**src/rtl/serdes_reconfig_pkg.sv**
```systemverilog
package serdes_reconfig_pkg;

    localparam int FIELD_W = 3;
    localparam int WDATA_W = 5;
    localparam int SPEED_W = 3;
    localparam int CODE_W  = 3;

    // field codes on the access port
    localparam logic [FIELD_W-1:0] FLD_PWR   = 3'd0;
    localparam logic [FIELD_W-1:0] FLD_FEN   = 3'd1;
    localparam logic [FIELD_W-1:0] FLD_MODE  = 3'd2;
    localparam logic [FIELD_W-1:0] FLD_LPBK  = 3'd3;
    localparam logic [FIELD_W-1:0] FLD_SMRST = 3'd4;
    localparam logic [FIELD_W-1:0] FLD_LINK  = 3'd5;
    localparam logic [FIELD_W-1:0] FLD_RXRST = 3'd6;

    // request codes
    localparam logic [CODE_W-1:0] REQ_OFF   = 3'd0;
    localparam logic [CODE_W-1:0] REQ_SGMII = 3'd1;
    localparam logic [CODE_W-1:0] REQ_1GX   = 3'd2;
    localparam logic [CODE_W-1:0] REQ_HSG   = 3'd3;
    localparam logic [CODE_W-1:0] REQ_2G5X  = 3'd4;
    localparam logic [CODE_W-1:0] REQ_10GR  = 3'd5;

    // internal mode field values
    localparam logic [WDATA_W-1:0] MSEL_OFF   = 5'h1F;
    localparam logic [WDATA_W-1:0] MSEL_SGMII = 5'h02;
    localparam logic [WDATA_W-1:0] MSEL_1GX   = 5'h04;
    localparam logic [WDATA_W-1:0] MSEL_HSG   = 5'h12;
    localparam logic [WDATA_W-1:0] MSEL_2G5X  = 5'h16;
    localparam logic [WDATA_W-1:0] MSEL_10GR  = 5'h1A;

    // PLL speed codes
    localparam logic [SPEED_W-1:0] SPD_1G   = 3'd1;
    localparam logic [SPEED_W-1:0] SPD_2G5  = 3'd3;
    localparam logic [SPEED_W-1:0] SPD_10G  = 3'd5;

    localparam logic [WDATA_W-1:0] PWR_DOWN_VAL = 5'd3;
    localparam logic [WDATA_W-1:0] PWR_UP_VAL   = 5'd0;

    typedef enum logic [4:0] {
        S_IDLE, S_PWR_DN, S_OFF_FEN, S_OFF_MODE, S_PLL,
        S_NEW_FEN, S_NEW_MODE, S_CLK, S_LB_SAVE, S_LB_ON,
        S_SMR_SET, S_SMR_HI, S_SMR_CLR, S_SMR_LO, S_LINK_RD1,
        S_LINK_RD2, S_LB_RESTORE, S_PWR_UP, S_RX_SET, S_RX_CLR,
        S_DONE
    } seq_state_e;

endpackage

```
**src/rtl/seq_mode_decode.sv**
```systemverilog
module seq_mode_decode
    import serdes_reconfig_pkg::*;
(
    input  logic [CODE_W-1:0]  code,
    output logic               supported,
    output logic               is_off,
    output logic               is_10g,
    output logic [WDATA_W-1:0] mode_sel,
    output logic [SPEED_W-1:0] speed
);

    always_comb begin
        supported = 1'b1;
        is_off    = 1'b0;
        is_10g    = 1'b0;
        mode_sel  = MSEL_OFF;
        speed     = SPD_1G;
        case (code)
            REQ_OFF: begin
                is_off = 1'b1;
            end
            REQ_SGMII: begin
                mode_sel = MSEL_SGMII;
                speed    = SPD_1G;
            end
            REQ_1GX: begin
                mode_sel = MSEL_1GX;
                speed    = SPD_1G;
            end
            REQ_HSG: begin
                mode_sel = MSEL_HSG;
                speed    = SPD_2G5;
            end
            REQ_2G5X: begin
                mode_sel = MSEL_2G5X;
                speed    = SPD_2G5;
            end
            REQ_10GR: begin
                mode_sel = MSEL_10GR;
                speed    = SPD_10G;
                is_10g   = 1'b1;
            end
            default: begin
                supported = 1'b0;
            end
        endcase
    end

endmodule

```
**src/rtl/seq_hold_timer.sv**
```systemverilog
module seq_hold_timer #(
    parameter int CYC_PER_MS = 200000,
    parameter int HOLD_MS    = 10
) (
    input  logic clk,
    input  logic rst_n,
    input  logic run,
    output logic expired
);

    localparam int LIMIT = CYC_PER_MS * HOLD_MS;
    localparam int CNT_W = $clog2(LIMIT + 1);

    logic [CNT_W-1:0] cnt_q;

    always_ff @(posedge clk or negedge rst_n) begin
        if (!rst_n) begin
            cnt_q <= '0;
        end else if (!run || expired) begin
            cnt_q <= '0;
        end else begin
            cnt_q <= cnt_q + 1'b1;
        end
    end

    assign expired = run && (cnt_q == CNT_W'(LIMIT - 1));

endmodule

```
**src/rtl/seq_try_counter.sv**
```systemverilog
module seq_try_counter #(
    parameter int LINK_TRIES = 20
) (
    input  logic clk,
    input  logic rst_n,
    input  logic clr,
    input  logic inc,
    output logic last
);

    localparam int TRY_W = $clog2(LINK_TRIES + 1);

    logic [TRY_W-1:0] tries_q;

    always_ff @(posedge clk or negedge rst_n) begin
        if (!rst_n) begin
            tries_q <= '0;
        end else if (clr) begin
            tries_q <= '0;
        end else if (inc) begin
            tries_q <= tries_q + 1'b1;
        end
    end

    assign last = (tries_q >= TRY_W'(LINK_TRIES));

endmodule

```
**src/rtl/serdes_reconfig_seq.sv**
```systemverilog
module serdes_reconfig_seq
    import serdes_reconfig_pkg::*;
#(
    parameter int NUM_LANES  = 8,
    parameter int CYC_PER_MS = 200000,
    parameter int HOLD_MS    = 10,
    parameter int LINK_TRIES = 20,
    localparam int LANE_W    = (NUM_LANES > 1) ? $clog2(NUM_LANES) : 1
) (
    input  logic               clk,
    input  logic               rst_n,
    input  logic               req_valid,
    input  logic [LANE_W-1:0]  req_lane,
    input  logic [2:0]         req_mode,
    output logic               req_ready,
    output logic               req_rej,
    output logic               done,
    output logic               err_pll,
    output logic               err_clk,
    output logic               err_link,
    output logic               acc_valid,
    output logic               acc_write,
    output logic [LANE_W-1:0]  lane_sel,
    output logic [2:0]         acc_field,
    output logic [4:0]         acc_wdata,
    input  logic               acc_ready,
    input  logic               acc_rdata,
    output logic               pll_req,
    output logic [2:0]         pll_speed,
    input  logic               pll_done,
    input  logic               pll_err,
    output logic               clk_req,
    input  logic               clk_done,
    input  logic               clk_timeout
);

    seq_state_e state_q, state_d;

    logic               dec_ok, dec_off, dec_10g;
    logic [WDATA_W-1:0] dec_msel;
    logic [SPEED_W-1:0] dec_speed;

    logic [LANE_W-1:0]  lane_q;
    logic [WDATA_W-1:0] msel_q;
    logic [SPEED_W-1:0] speed_q;
    logic               off_q, is10g_q, lb_saved_q, final_q, rej_q;
    logic               e_pll_q, e_clk_q, e_link_q;

    logic accept, acked, hold_run, hold_exp, tries_last, try_inc;

    seq_mode_decode i_decode (
        .code      (req_mode),
        .supported (dec_ok),
        .is_off    (dec_off),
        .is_10g    (dec_10g),
        .mode_sel  (dec_msel),
        .speed     (dec_speed)
    );

    assign hold_run = (state_q == S_SMR_HI) || (state_q == S_SMR_LO);

    seq_hold_timer #(
        .CYC_PER_MS (CYC_PER_MS),
        .HOLD_MS    (HOLD_MS)
    ) i_hold (
        .clk     (clk),
        .rst_n   (rst_n),
        .run     (hold_run),
        .expired (hold_exp)
    );

    assign try_inc = (state_q == S_SMR_SET) && acc_ready && !final_q;

    seq_try_counter #(
        .LINK_TRIES (LINK_TRIES)
    ) i_tries (
        .clk   (clk),
        .rst_n (rst_n),
        .clr   (state_q == S_IDLE),
        .inc   (try_inc),
        .last  (tries_last)
    );

    assign accept = (state_q == S_IDLE) && req_valid && dec_ok;
    assign acked  = acc_valid && acc_ready;

    // state register
    always_ff @(posedge clk or negedge rst_n) begin
        if (!rst_n) begin
            state_q <= S_IDLE;
        end else begin
            state_q <= state_d;
        end
    end

    // next-state logic
    always_comb begin
        state_d = state_q;
        unique case (state_q)
            S_IDLE:       if (accept) state_d = S_PWR_DN;
            S_PWR_DN:     if (acked) state_d = S_OFF_FEN;
            S_OFF_FEN:    if (acked) state_d = S_OFF_MODE;
            S_OFF_MODE:   if (acked) state_d = off_q ? S_DONE : S_PLL;
            S_PLL:        if (pll_done) state_d = S_NEW_FEN;
            S_NEW_FEN:    if (acked) state_d = S_NEW_MODE;
            S_NEW_MODE:   if (acked) state_d = S_CLK;
            S_CLK:        if (clk_done) state_d = is10g_q ? S_LB_SAVE : S_PWR_UP;
            S_LB_SAVE:    if (acked) state_d = S_LB_ON;
            S_LB_ON:      if (acked) state_d = S_SMR_SET;
            S_SMR_SET:    if (acked) state_d = S_SMR_HI;
            S_SMR_HI:     if (hold_exp) state_d = S_SMR_CLR;
            S_SMR_CLR:    if (acked) state_d = S_SMR_LO;
            S_SMR_LO:     if (hold_exp) state_d = final_q ? S_PWR_UP : S_LINK_RD1;
            S_LINK_RD1:   if (acked) state_d = S_LINK_RD2;
            S_LINK_RD2: begin
                if (acked) begin
                    state_d = (acc_rdata || tries_last) ? S_LB_RESTORE : S_SMR_SET;
                end
            end
            S_LB_RESTORE: if (acked) state_d = S_SMR_SET;
            S_PWR_UP:     if (acked) state_d = S_RX_SET;
            S_RX_SET:     if (acked) state_d = S_RX_CLR;
            S_RX_CLR:     if (acked) state_d = S_DONE;
            S_DONE:       state_d = S_IDLE;
            default:      state_d = S_IDLE;
        endcase
    end

    // request capture, saved loopback and error flags
    always_ff @(posedge clk or negedge rst_n) begin
        if (!rst_n) begin
            lane_q     <= '0;
            msel_q     <= MSEL_OFF;
            speed_q    <= SPD_1G;
            off_q      <= 1'b0;
            is10g_q    <= 1'b0;
            lb_saved_q <= 1'b0;
            final_q    <= 1'b0;
            rej_q      <= 1'b0;
            e_pll_q    <= 1'b0;
            e_clk_q    <= 1'b0;
            e_link_q   <= 1'b0;
        end else begin
            rej_q <= (state_q == S_IDLE) && req_valid && !dec_ok;
            if (accept) begin
                lane_q   <= req_lane;
                msel_q   <= dec_msel;
                speed_q  <= dec_speed;
                off_q    <= dec_off;
                is10g_q  <= dec_10g;
                final_q  <= 1'b0;
                e_pll_q  <= 1'b0;
                e_clk_q  <= 1'b0;
                e_link_q <= 1'b0;
            end
            if (state_q == S_PLL && pll_done && pll_err) begin
                e_pll_q <= 1'b1;
            end
            if (state_q == S_CLK && clk_done && clk_timeout) begin
                e_clk_q <= 1'b1;
            end
            if (state_q == S_LB_SAVE && acked) begin
                lb_saved_q <= acc_rdata;
            end
            if (state_q == S_LINK_RD2 && acked && !acc_rdata && tries_last) begin
                e_link_q <= 1'b1;
            end
            if (state_q == S_LB_RESTORE && acked) begin
                final_q <= 1'b1;
            end
        end
    end

    // outputs
    always_comb begin
        acc_valid = 1'b1;
        acc_write = 1'b1;
        acc_field = FLD_PWR;
        acc_wdata = '0;
        pll_req   = 1'b0;
        clk_req   = 1'b0;
        done      = 1'b0;
        unique case (state_q)
            S_PWR_DN:     begin acc_field = FLD_PWR;   acc_wdata = PWR_DOWN_VAL; end
            S_OFF_FEN,
            S_NEW_FEN:    begin acc_field = FLD_FEN;   acc_wdata = 5'd1; end
            S_OFF_MODE:   begin acc_field = FLD_MODE;  acc_wdata = MSEL_OFF; end
            S_NEW_MODE:   begin acc_field = FLD_MODE;  acc_wdata = msel_q; end
            S_LB_SAVE:    begin acc_field = FLD_LPBK;  acc_write = 1'b0; end
            S_LB_ON:      begin acc_field = FLD_LPBK;  acc_wdata = 5'd1; end
            S_SMR_SET:    begin acc_field = FLD_SMRST; acc_wdata = 5'd1; end
            S_SMR_CLR:    begin acc_field = FLD_SMRST; acc_wdata = 5'd0; end
            S_LINK_RD1,
            S_LINK_RD2:   begin acc_field = FLD_LINK;  acc_write = 1'b0; end
            S_LB_RESTORE: begin acc_field = FLD_LPBK;  acc_wdata = {4'd0, lb_saved_q}; end
            S_PWR_UP:     begin acc_field = FLD_PWR;   acc_wdata = PWR_UP_VAL; end
            S_RX_SET:     begin acc_field = FLD_RXRST; acc_wdata = 5'd1; end
            S_RX_CLR:     begin acc_field = FLD_RXRST; acc_wdata = 5'd0; end
            S_PLL:        begin acc_valid = 1'b0; pll_req = 1'b1; end
            S_CLK:        begin acc_valid = 1'b0; clk_req = 1'b1; end
            S_DONE:       begin acc_valid = 1'b0; done = 1'b1; end
            S_IDLE,
            S_SMR_HI,
            S_SMR_LO:     begin acc_valid = 1'b0; end
            default:      begin acc_valid = 1'b0; end
        endcase
    end

    assign req_ready = (state_q == S_IDLE);
    assign req_rej   = rej_q;
    assign lane_sel  = lane_q;
    assign pll_speed = speed_q;
    assign err_pll   = e_pll_q;
    assign err_clk   = e_clk_q;
    assign err_link  = e_link_q;

endmodule

```
**config.mk**
```make
export PLATFORM = sky130hd
export DESIGN_NAME = serdes_reconfig_seq
export DESIGN_NICKNAME = d
export VERILOG_FILES = /design/src/rtl/serdes_reconfig_pkg.sv /design/src/rtl/seq_mode_decode.sv /design/src/rtl/seq_hold_timer.sv /design/src/rtl/seq_try_counter.sv /design/src/rtl/serdes_reconfig_seq.sv
export SDC_FILE = /design/constraint.sdc
export NUM_CORES = 1
export LEC_CHECK = 0
export BUFFER_PORTS_ARGS = -buffer_cell sky130_fd_sc_hd__buf_2
export CORE_ASPECT_RATIO = 0.75
export CORE_MARGIN = 2
export CORE_UTILIZATION = 50
export DETAILED_ROUTE_END_ITERATION = 16
export PLACE_DENSITY = 0.7
export SLEW_MARGIN = 20
export SYNTH_ARGS = -nofsm -noshare
export SYNTH_HDL_FRONTEND = slang
export SYNTH_HIERARCHICAL = 1
export SYNTH_SLANG_ARGS = --single-unit
```
**constraint.sdc**
```tcl
create_clock -name clk -period 3.13 [get_ports clk]
set_clock_uncertainty 0.1 [all_clocks]
set_input_delay 0.4695 -clock clk [delete_from_list [all_inputs] [get_ports clk]]
set_output_delay 0.4695 -clock clk [all_outputs]
set_load 0.005 [all_outputs]
```
# After elaboration in Yosys (flattened, before gate mapping)
# Index checks and enable logic that the tools add are counted.
# totals
input_bits,15
mem_bits_ro,0
word_cells,149
memories,0
latchBits,0
ramBits,0
out_inout_bits,24
reg_bits,50
# op_classes
n_mux,44
n_eq_ne,45
reduce_logical,43
div_mod_pow,0
bitwise,0
order_cmp,1
n_addsub,2
multipliers,0
shifts,0
# ops
operator,n
$mux W5,25
$pmux W5 S19,1
$pmux W5 S5,2
$eq A5 B4 Y1 const B,8
$ne A2 B2 Y1 const B,15
$eq A5 B5 Y1 const B,5
$add A21 B1 Y21 const B,1
$eq A21 B21 Y1 const B,1
$mux W21,1
$eq A5 B3 Y1 const B,4
$reduce_and A19 Y1,1
$pmux W3 S6,1
$logic_and A1 B1 Y1,16
$reduce_or A15 Y1,1
$reduce_or A2 Y1,7
$mux W1,13
$eq A5 B2 Y1 const B,2
$reduce_bool A2 Y1,5
$ne A2 B1 Y1 const B,4
$eq A3 B2 Y1 const B,2
$eq A3 B3 Y1 const B,2
$pmux W3 S2,1
$reduce_or A3 Y1,2
$reduce_or A6 Y1,1
9 further kinds,14

# Depth between registers and ports, before layout
# Gate-level depths: netlist of the first run.
# logic_depth
word_depth,8
mapped_depth,11
ltp_nobuf,8

# Hierarchy
# The synthesis of the first run kept the hierarchy.
# modules_own_cells
module,n_inst,area_per_inst_um2,cells_each,seq_area_each_um2
serdes_reconfig_seq,1,1556.5,172,608.1
seq_hold_timer,1,1091.0,107,525.5
seq_try_counter,1,300.3,26,125.1
seq_mode_decode,1,185.2,25,0.0

# Worst setup path before layout of the first run
# Ideal clock, no wire load.
# synth_path
kind,reg-to-reg
from,register state_q[3]
to,register state_q[1]
path_stages_with_launch,12
setup_time_ps,125
t_required_ps,2905
n_path_buf,3
period_less_slack_ps,2462
arrival_time_ps,2237
path_slack_ps,668
cell_sequence,dfrtp_1 clkbuf_1 nor2b_1 clkbuf_1 and3_1 inv_1 nor3_1 nand4b_1 nand4_2 or2_1 buf_6 mux2_4
# synth_between
word_cells_on_any_way,49
cone_classes,eq/ne (38); mux (2); reduce/logical (9)
# synth_rtl
element,line_no,rtl
from (decl),serdes_reconfig_seq.sv:37,"seq_state_e state_q, state_d;"
from (signal assigned),serdes_reconfig_seq.sv:92,state_q <= state_d;
$eq A5 B4 Y1,serdes_reconfig_seq.sv:60,assign hold_run = (state_q == S_SMR_HI) || (state_q == S_SMR_LO);
$logic_or A1 B1 Y1 (*),serdes_reconfig_seq.sv:60,
named net hold_run,serdes_reconfig_seq.sv:49,"logic accept, acked, hold_run, hold_exp, tries_last, try_inc;"
$logic_and A1 B1 Y1 (*),seq_hold_timer.sv:26,assign expired = run && (cnt_q == CNT_W'(LIMIT - 1));
named net hold_exp,serdes_reconfig_seq.sv:49,
$ne A2 B1 Y1 (no source line),n/a,
$reduce_and A19 Y1 (no source line) (*),n/a,
# The timed path passes the listed nets; every way through them passes the cells marked *.
# A chain may end at the register's enable or synchronous reset.

# Worst setup path in the final report of the first run
# layout_path
from,register state_q[2]
to,output acc_field[1]
# layout_between
elab_chain_len,3
word_cells_on_any_way,20
cone_classes,eq/ne (13); mux (1); reduce/logical (6)
# layout_rtl
element,line_no,rtl
"$eq A5 B4 Y1, or another cell as far along",serdes_reconfig_seq.sv:183,unique case (state_q)
$reduce_or A3 Y1 (no source line) / $reduce_or A2 Y1 (equally long branches),n/a,
$pmux W3 S6 (*),serdes_reconfig_seq.sv:183,
to (decl),serdes_reconfig_seq.sv:24,"output logic [2:0] acc_field,"
# Mark *: on every way between the ends. The rest lies on a longest branch, timed or not.

==> results by group, run 1 <==
Timing
  – Final hold vios: 0
  – Max Clock Freq: 380 MHz
  – Final Worst Setup Slack: 0.498 ns
  – Crit share post-route: 84.1%
  – Slew margin rel.: 48.1%
  – Slew @ Worst Pin: 0.778 ns
  – RSZ-0062 raised after global routing: false
  – Final setup violation count: 0
  – Tmin final: 2.63 ns
  – Slew Limit Fails: 0
  – TNS Setup: 0 ns

Worst setup path
  – Arrival time worst endpoint: 2.06 ns
  – CP startpoint kind: register
  – Data required time of the worst path: 2.56 ns
  – CP Class: reg2out
  – Setup crit end kind: primary output
  – Worst-path fanout max: 14

Routing
  – Via Count: 2504
  – Avg Vias per Cell: 5.68
  – Initial DRC count: 232
  – Post-Route WL: 7180 µm
  – Post-route DRC violation count: 0
  – Routed WL per cell: 16.3 µm
  – TritonRoute pass-1 iters: 4
  – Detail Route Antenna Nets: 0

Synthesis
  – Synth Net Count: 350
  – Sequential share of the synthesized area: 40.2%
  – Netlist cell types: 65
  – Syn_area_per_cell: 9.49 µm²
  – Post-Syn Instances: 330
  – #FFs+latches synth: 50
  – Synth warn: 6
  – Cell area after synthesis: 3130 µm²
  – Synth async-reset ratio: 100%
  – EDFF count, synth: 0
  – Ys flop type: dfrtp_1

Cells and area
  – Non-filler cells, final: 441
  – Final Util: 57.8%
  – # diodes: 0
  – Layout Nets: 382
  – Share of cells above drive strength 1: 27.0%
  – Commonest non-fill, non-tap cell in the layout: dfrtp_1
  – Commonest non-fill, non-tap cells in the layout: dfrtp_1 (44), buf_2 (38), nand2_1 (32), nor2_1 (30), a21oi_1 (21)
  – Area growth, synth to finish: 9.70%

Power and ir drop
  – Total power: 2610 µW
  – Cell Pwr Density: 761 nW/µm²
  – P_leak: 0.00152 µW
  – Maximum VDD drop: 0.354 mV

GRT
  – GRT overflow: 0
  – First-pass GRT wire length: 11800 µm
  – Number of global-route vias before repair: 2359
  – Pin count of the biggest net entering global routing: 35
  – GRT Util Overall: 22.0%
  – Initial antenna violation count: 0

Die
  – Initial Util: 52.7%
  – Die area: 6920 µm²
  – IO Pins: 39
  – CORE AREA: 5950 µm²
  – Row count: 24
  – Die Y: 72.6 µm
  – Die W: 95.4 µm

Clock network
  – CTS clock-pin slew for the worst setup and hold paths: 0.10 ns
  – CTS max path bufs: 2
  – Total CTS buffers: 5
  – Clk_lat worst skew: 0.31 ns
  – Postcts setup bufs: 0
  – Clock root cell: clkbuf_8
  – H-tree depth: 2
  – Sink Count: 50
  – PostCTS Resize Cnt: 0
  – CTS tree: done
  – # hold bufs at CTS: 0

Place
  – Pre-CTS WS: 0.622 ns
  – Dpl cells: 433
  – Port bufs: 38
  – Hpwl dp: 5080 µm
  – Gpl congestion: 1.01

Outcome
  – Status: finished clean

Worst hold path
  – Hold crit path type: in2async

Run
  – Max_cap viols: 0
==> synthesized netlist by cell type, types with 3 or more instances <==
library cell | number | share of area (%)
a211o_1 | 3 | 0.84
a211oi_1 | 3 | 0.72
a21o_1 | 4 | 0.96
a21oi_1 | 21 | 3.4
a32o_1 | 4 | 1.3
and3_1 | 4 | 0.80
buf_2 | 3 | 0.48
buf_6 | 7 | 2.5
clkbuf_1 | 7 | 0.84
dfrtp_1 | 44 | 35
dfstp_2 | 6 | 5.0
ha_1 | 5 | 2.0
inv_1 | 13 | 1.6
mux2_2 | 15 | 5.4
mux2_4 | 3 | 1.4
nand2_1 | 32 | 3.8
nand2b_1 | 6 | 1.2
nand3_1 | 7 | 1.1
nand4_1 | 3 | 0.60
nand4_2 | 4 | 1.6
nor2_1 | 30 | 3.6
nor2b_1 | 7 | 1.4
nor3_1 | 7 | 1.1
o21ai_0 | 18 | 2.9
o22ai_1 | 3 | 0.60
o31ai_1 | 3 | 0.72
or3_1 | 4 | 0.80
or4_1 | 3 | 0.72
or4_4 | 3 | 1.1
xnor2_1 | 7 | 2.0
xor2_1 | 6 | 1.7
==> layer usage <==
layer / vias up / global-route usage, % / wire length, µm
met5: - / 0 / 0
met4: 0 / 5.40 / 53
met3: 7 / 3.84 / 298
met2: 51 / 32.3 / 3130
met1: 1202 / 33.6 / 3690
li1: 1244 / - / -
==> final cells by class <==
class	count	area, µm²
Timing Repair Buffer	46	250
Multi-Input combinational cell	246	1680
Clock inverter	2	16.3
Fill cell	555	2510
Clock buffer	6	82.6
Tap cell	78	97.6
Sequential cell	50	1260
Inverter	13	48.8
==> stage by stage <==
| step | hold slack, ns | instance area (µm²) |
|---|---|---|
| 6_report | 0.137 | 3440 |
| 5_1_grt | 0.188 | 3440 |
| 4_1_cts | 0.157 | 3440 |
| 3_5_place_dp | 0.388 | 3340 |
| 3_3_place_gp | 0.372 | 3340 |
| 2_1_floorplan | 0.0739 | 3130 |
==> kinds of logic after synthesis <==
family	Yosys count	share of synthesized area (%)
simple gates	131	24.4
mux	20	7.47
fa+ha+maj	5	2.00
compound gates	76	16.1
other cells	1	0.120
flops	50	40.2
buf+inv	34	6.11
xor+xnor	13	3.63
==> where the power goes <==
part	switching (µW)	internal [µW]
sequential	140	805
combinational	709	545
clock	232	183
==> critical path, cell delays in order (launching register included) <==
cell and delay, ns:
dfrtp_1 0.56, buf_4 0.26, nor2b_1 0.37, a21oi_1 0.13, nor2_1 0.10, a31oi_1 0.04
o21ai_0 0.15, buf_2 0.14
==> state kept, by name, indices dropped and copies added, names as in the netlist, 3 cells and up <==
register and count:
msel_q 5, i_tries/tries_q 5, lane_sel 3, i_hold/cnt_q 21, state_q 5, pll_speed 3
==> final timing paths <==
| kind | startpoint | to | slack, ns | cells past startpoint |
|---|---|---|---|---|
| min | rst_n | i_hold/cnt_q[11]$_DFF_PN0_ | 0.14 | 1 |
| min reg2reg | lane_sel[1]$_DFFE_PN0P_ | lane_sel[1]$_DFFE_PN0P_ | 0.41 | 1 |
| max reg2reg | state_q[4]$_DFFE_PN0P_ | state_q[1]$_DFFE_PN0P_ | 0.58 | 8 |
| min in group clk | req_lane[2] | lane_sel[2]$_DFFE_PN0P_ | 0.29 | 2 |
| max in group asynchronous | rst_n | i_hold/cnt_q[0]$_DFF_PN0_ | 2.16 | 2 |
| max | state_q[2]$_DFFE_PN0P_ | acc_field[1] | 0.50 | 7 |
(Power assumes the default switching activity.)
==> run 2: changes to the inputs <==
- PLACE_DENSITY: 0.7 -> 0.73
- clock period: 3.13 -> 2.1 ns (I/O delays scaled with it)
==> run 2 against run 1 <==
Effect of this change:
- the run now ends with negative setup slack left
- sequential power rose by 43%
- via count rose by 15%
- global-route usage rose by 2.6 points
- critical path depth fell by 1
==> results by group, run 2 (same netlist as run 1, synthesis figures left out) <==
Worst setup path
  – R2r setup slk: -0.11 ns
  – Crit-path cells: buf_4, o21ai_0, nand2_2, a211oi_1, or2_4, mux2_4
  – Worst path top cell family by delay: compound AO/OA/AOI/OAI gates
  – Arrival time worst endpoint: 2.31 ns
  – Worst Path Buf+Inv: 1
  – CP max stage delay: 0.49 ns
  – CP startpoint kind: register
  – Setup crit end kind: register
  – CP Class: reg2reg
  – Slowest cell on crit path: a211oi_1
  – Worst-path fanout max: 12
  – Data required time of the worst path: 2.20 ns

Timing
  – RSZ-0062 raised after global routing: true
  – Slew margin rel.: 63.2%
  – TNS Setup: -0.687 ns
  – Final setup violation count: 14
  – Final hold vios: 0
  – Crit share post-route: 105%
  – Max Clock Freq: 452 MHz
  – Slew Limit Fails: 0
  – Slew @ Worst Pin: 0.549 ns
  – Tmin final: 2.21 ns
  – Final Worst Setup Slack: -0.114 ns

Power and ir drop
  – Cell Pwr Density: 1170 nW/µm²
  – P_leak: 0.00185 µW
  – Total power: 4720 µW
  – Maximum VDD drop: 0.621 mV

GRT
  – GRT Util Overall: 24.6%
  – GRT overflow: 0
  – Number of global-route vias before repair: 2835
  – Initial antenna violation count: 0
  – Pin count of the biggest net entering global routing: 26
  – First-pass GRT wire length: 13200 µm

Cells and area
  – # diodes: 0
  – Share of cells above drive strength 1: 42.4%
  – Final Util: 67.9%
  – Commonest non-fill, non-tap cells in the layout: buf_4 (50), dfrtp_1 (43), buf_2 (37), nand2_1 (30), nor2_1 (29)
  – Largest register FFs: 21
  – Area of the multi-input gates: 1810 µm²
  – Design Area, Final: 4040 µm²
  – Area growth, synth to finish: 28.8%
  – Reg with most FFs: i_hold/cnt_q
  – Fillers: 436
  – Commonest non-fill, non-tap cell in the layout: buf_4
  – Layout Nets: 434
  – Reg area: 1260 µm²

Clock network
  – Clk_lat worst skew: 0.30 ns
  – Clock root cell: clkbuf_8
  – Total CTS buffers: 5
  – CTS tree: done
  – H-tree depth: 2
  – Sink Count: 50
  – CTS clock-pin slew for the worst setup and hold paths: 0.10 ns
  – CTS max path bufs: 2

Routing
  – Routed WL per cell: 16.7 µm
  – Initial DRC count: 212
  – Avg Vias per Cell: 5.85
  – TritonRoute pass-1 iters: 5
  – Post-Route WL: 8250 µm
  – Detail Route Antenna Nets: 0
  – Via Count: 2884
  – Post-route DRC violation count: 0

Die
  – Initial Util: 52.7%
  – Row count: 24
  – CORE AREA: 5950 µm²
  – IO Pins: 39
  – Die Y: 72.6 µm
  – Die W: 95.4 µm
  – Die area: 6920 µm²

Run
  – Max_cap viols: 0

Place
  – Pre-CTS WS: -0.0806 ns
  – Port bufs: 38
  – DP Area: 3650 µm²
  – Gpl congestion: 0.952
  – Hpwl dp: 5610 µm

Outcome
  – Status: complete, but fails checks
  – Failing checks: negative setup slack

Worst hold path
  – Hold crit path type: in2reg
run 2: cell count changes in the layout (fill, tap and decap cells not counted), sizes merged:
cell	previous run	this run
clkinv	0	1
clkbuf	6	5
dlygate4sd3	0	1
buf	46	97
bufinv	0	1
clkinvlp	1	0
run 2: worst register-to-register path, cell delays in order (launching register included):
cell and delay, ns:
dfrtp_1 0.43, buf_4 0.19, o21ai_0 0.27, nand2_2 0.09, a211oi_1 0.49, or2_4 0.24
mux2_4 0.29
run 2: routing by layer:
layer	vias up	share of wire (%)	track usage (%)
li1	1348	-	-
met1	1403	46	34.1
met2	121	46	38.1
met3	12	6.5	5.92
met4	0	1.3	8.10
met5	-	0	0
run 2: timing repair:
item,in CTS,in global routing
hold buffers,1,0
setup endpoints to repair,15,21
hold endpoints to repair,15,0
buffers inserted,6,8
gates resized for setup,16,24
cloned,0,0
pin swaps,7,5
run 2: metrics by stage:
stage	std cells	hold slack [ns]
after floorplan	330	-0.0806
after global placement	470	0.210
after detailed placement	470	0.212
after CTS	485	0.137
after global routing	493	0.129
final	493	0.143
run 2: path summary, 6_finish.rpt:
| path | start | depth (start not counted) | end |
|---|---|---|---|
| min in group asynchronous | rst_n | 2 | err_link$_DFFE_PN0P_ |
| max | state_q[3]$_DFFE_PN0P_ | 6 | state_q[1]$_DFFE_PN0P_ |
| max in group asynchronous | rst_n | 3 | msel_q[2]$_DFFE_PN1P_ |
| min | req_lane[2] | 2 | lane_sel[2]$_DFFE_PN0P_ |
| max reg2reg | state_q[3]$_DFFE_PN0P_ | 6 | state_q[1]$_DFFE_PN0P_ |
| min reg2reg | err_clk$_DFFE_PN0P_ | 1 | err_clk$_DFFE_PN0P_ |
run 2: area by class of cell:
type                    instances  area share, %
clock buffers                   5           1.71
flip-flops and latches         50           31.2
well taps                      78           2.42
inverters                      13           1.21
multi-input cells             246           44.8
clock inverters                 3           1.09
repair buffers                 98           17.6
run 2: where the power goes:
part	switching (µW)	leakage, µW	internal (µW)	total [µW]
combinational	1410	0.00113	1260	2670
sequential	152	0.000657	1200	1350
clock	339	0.0000585	358	696
total	1900	0.00185	2820	4720
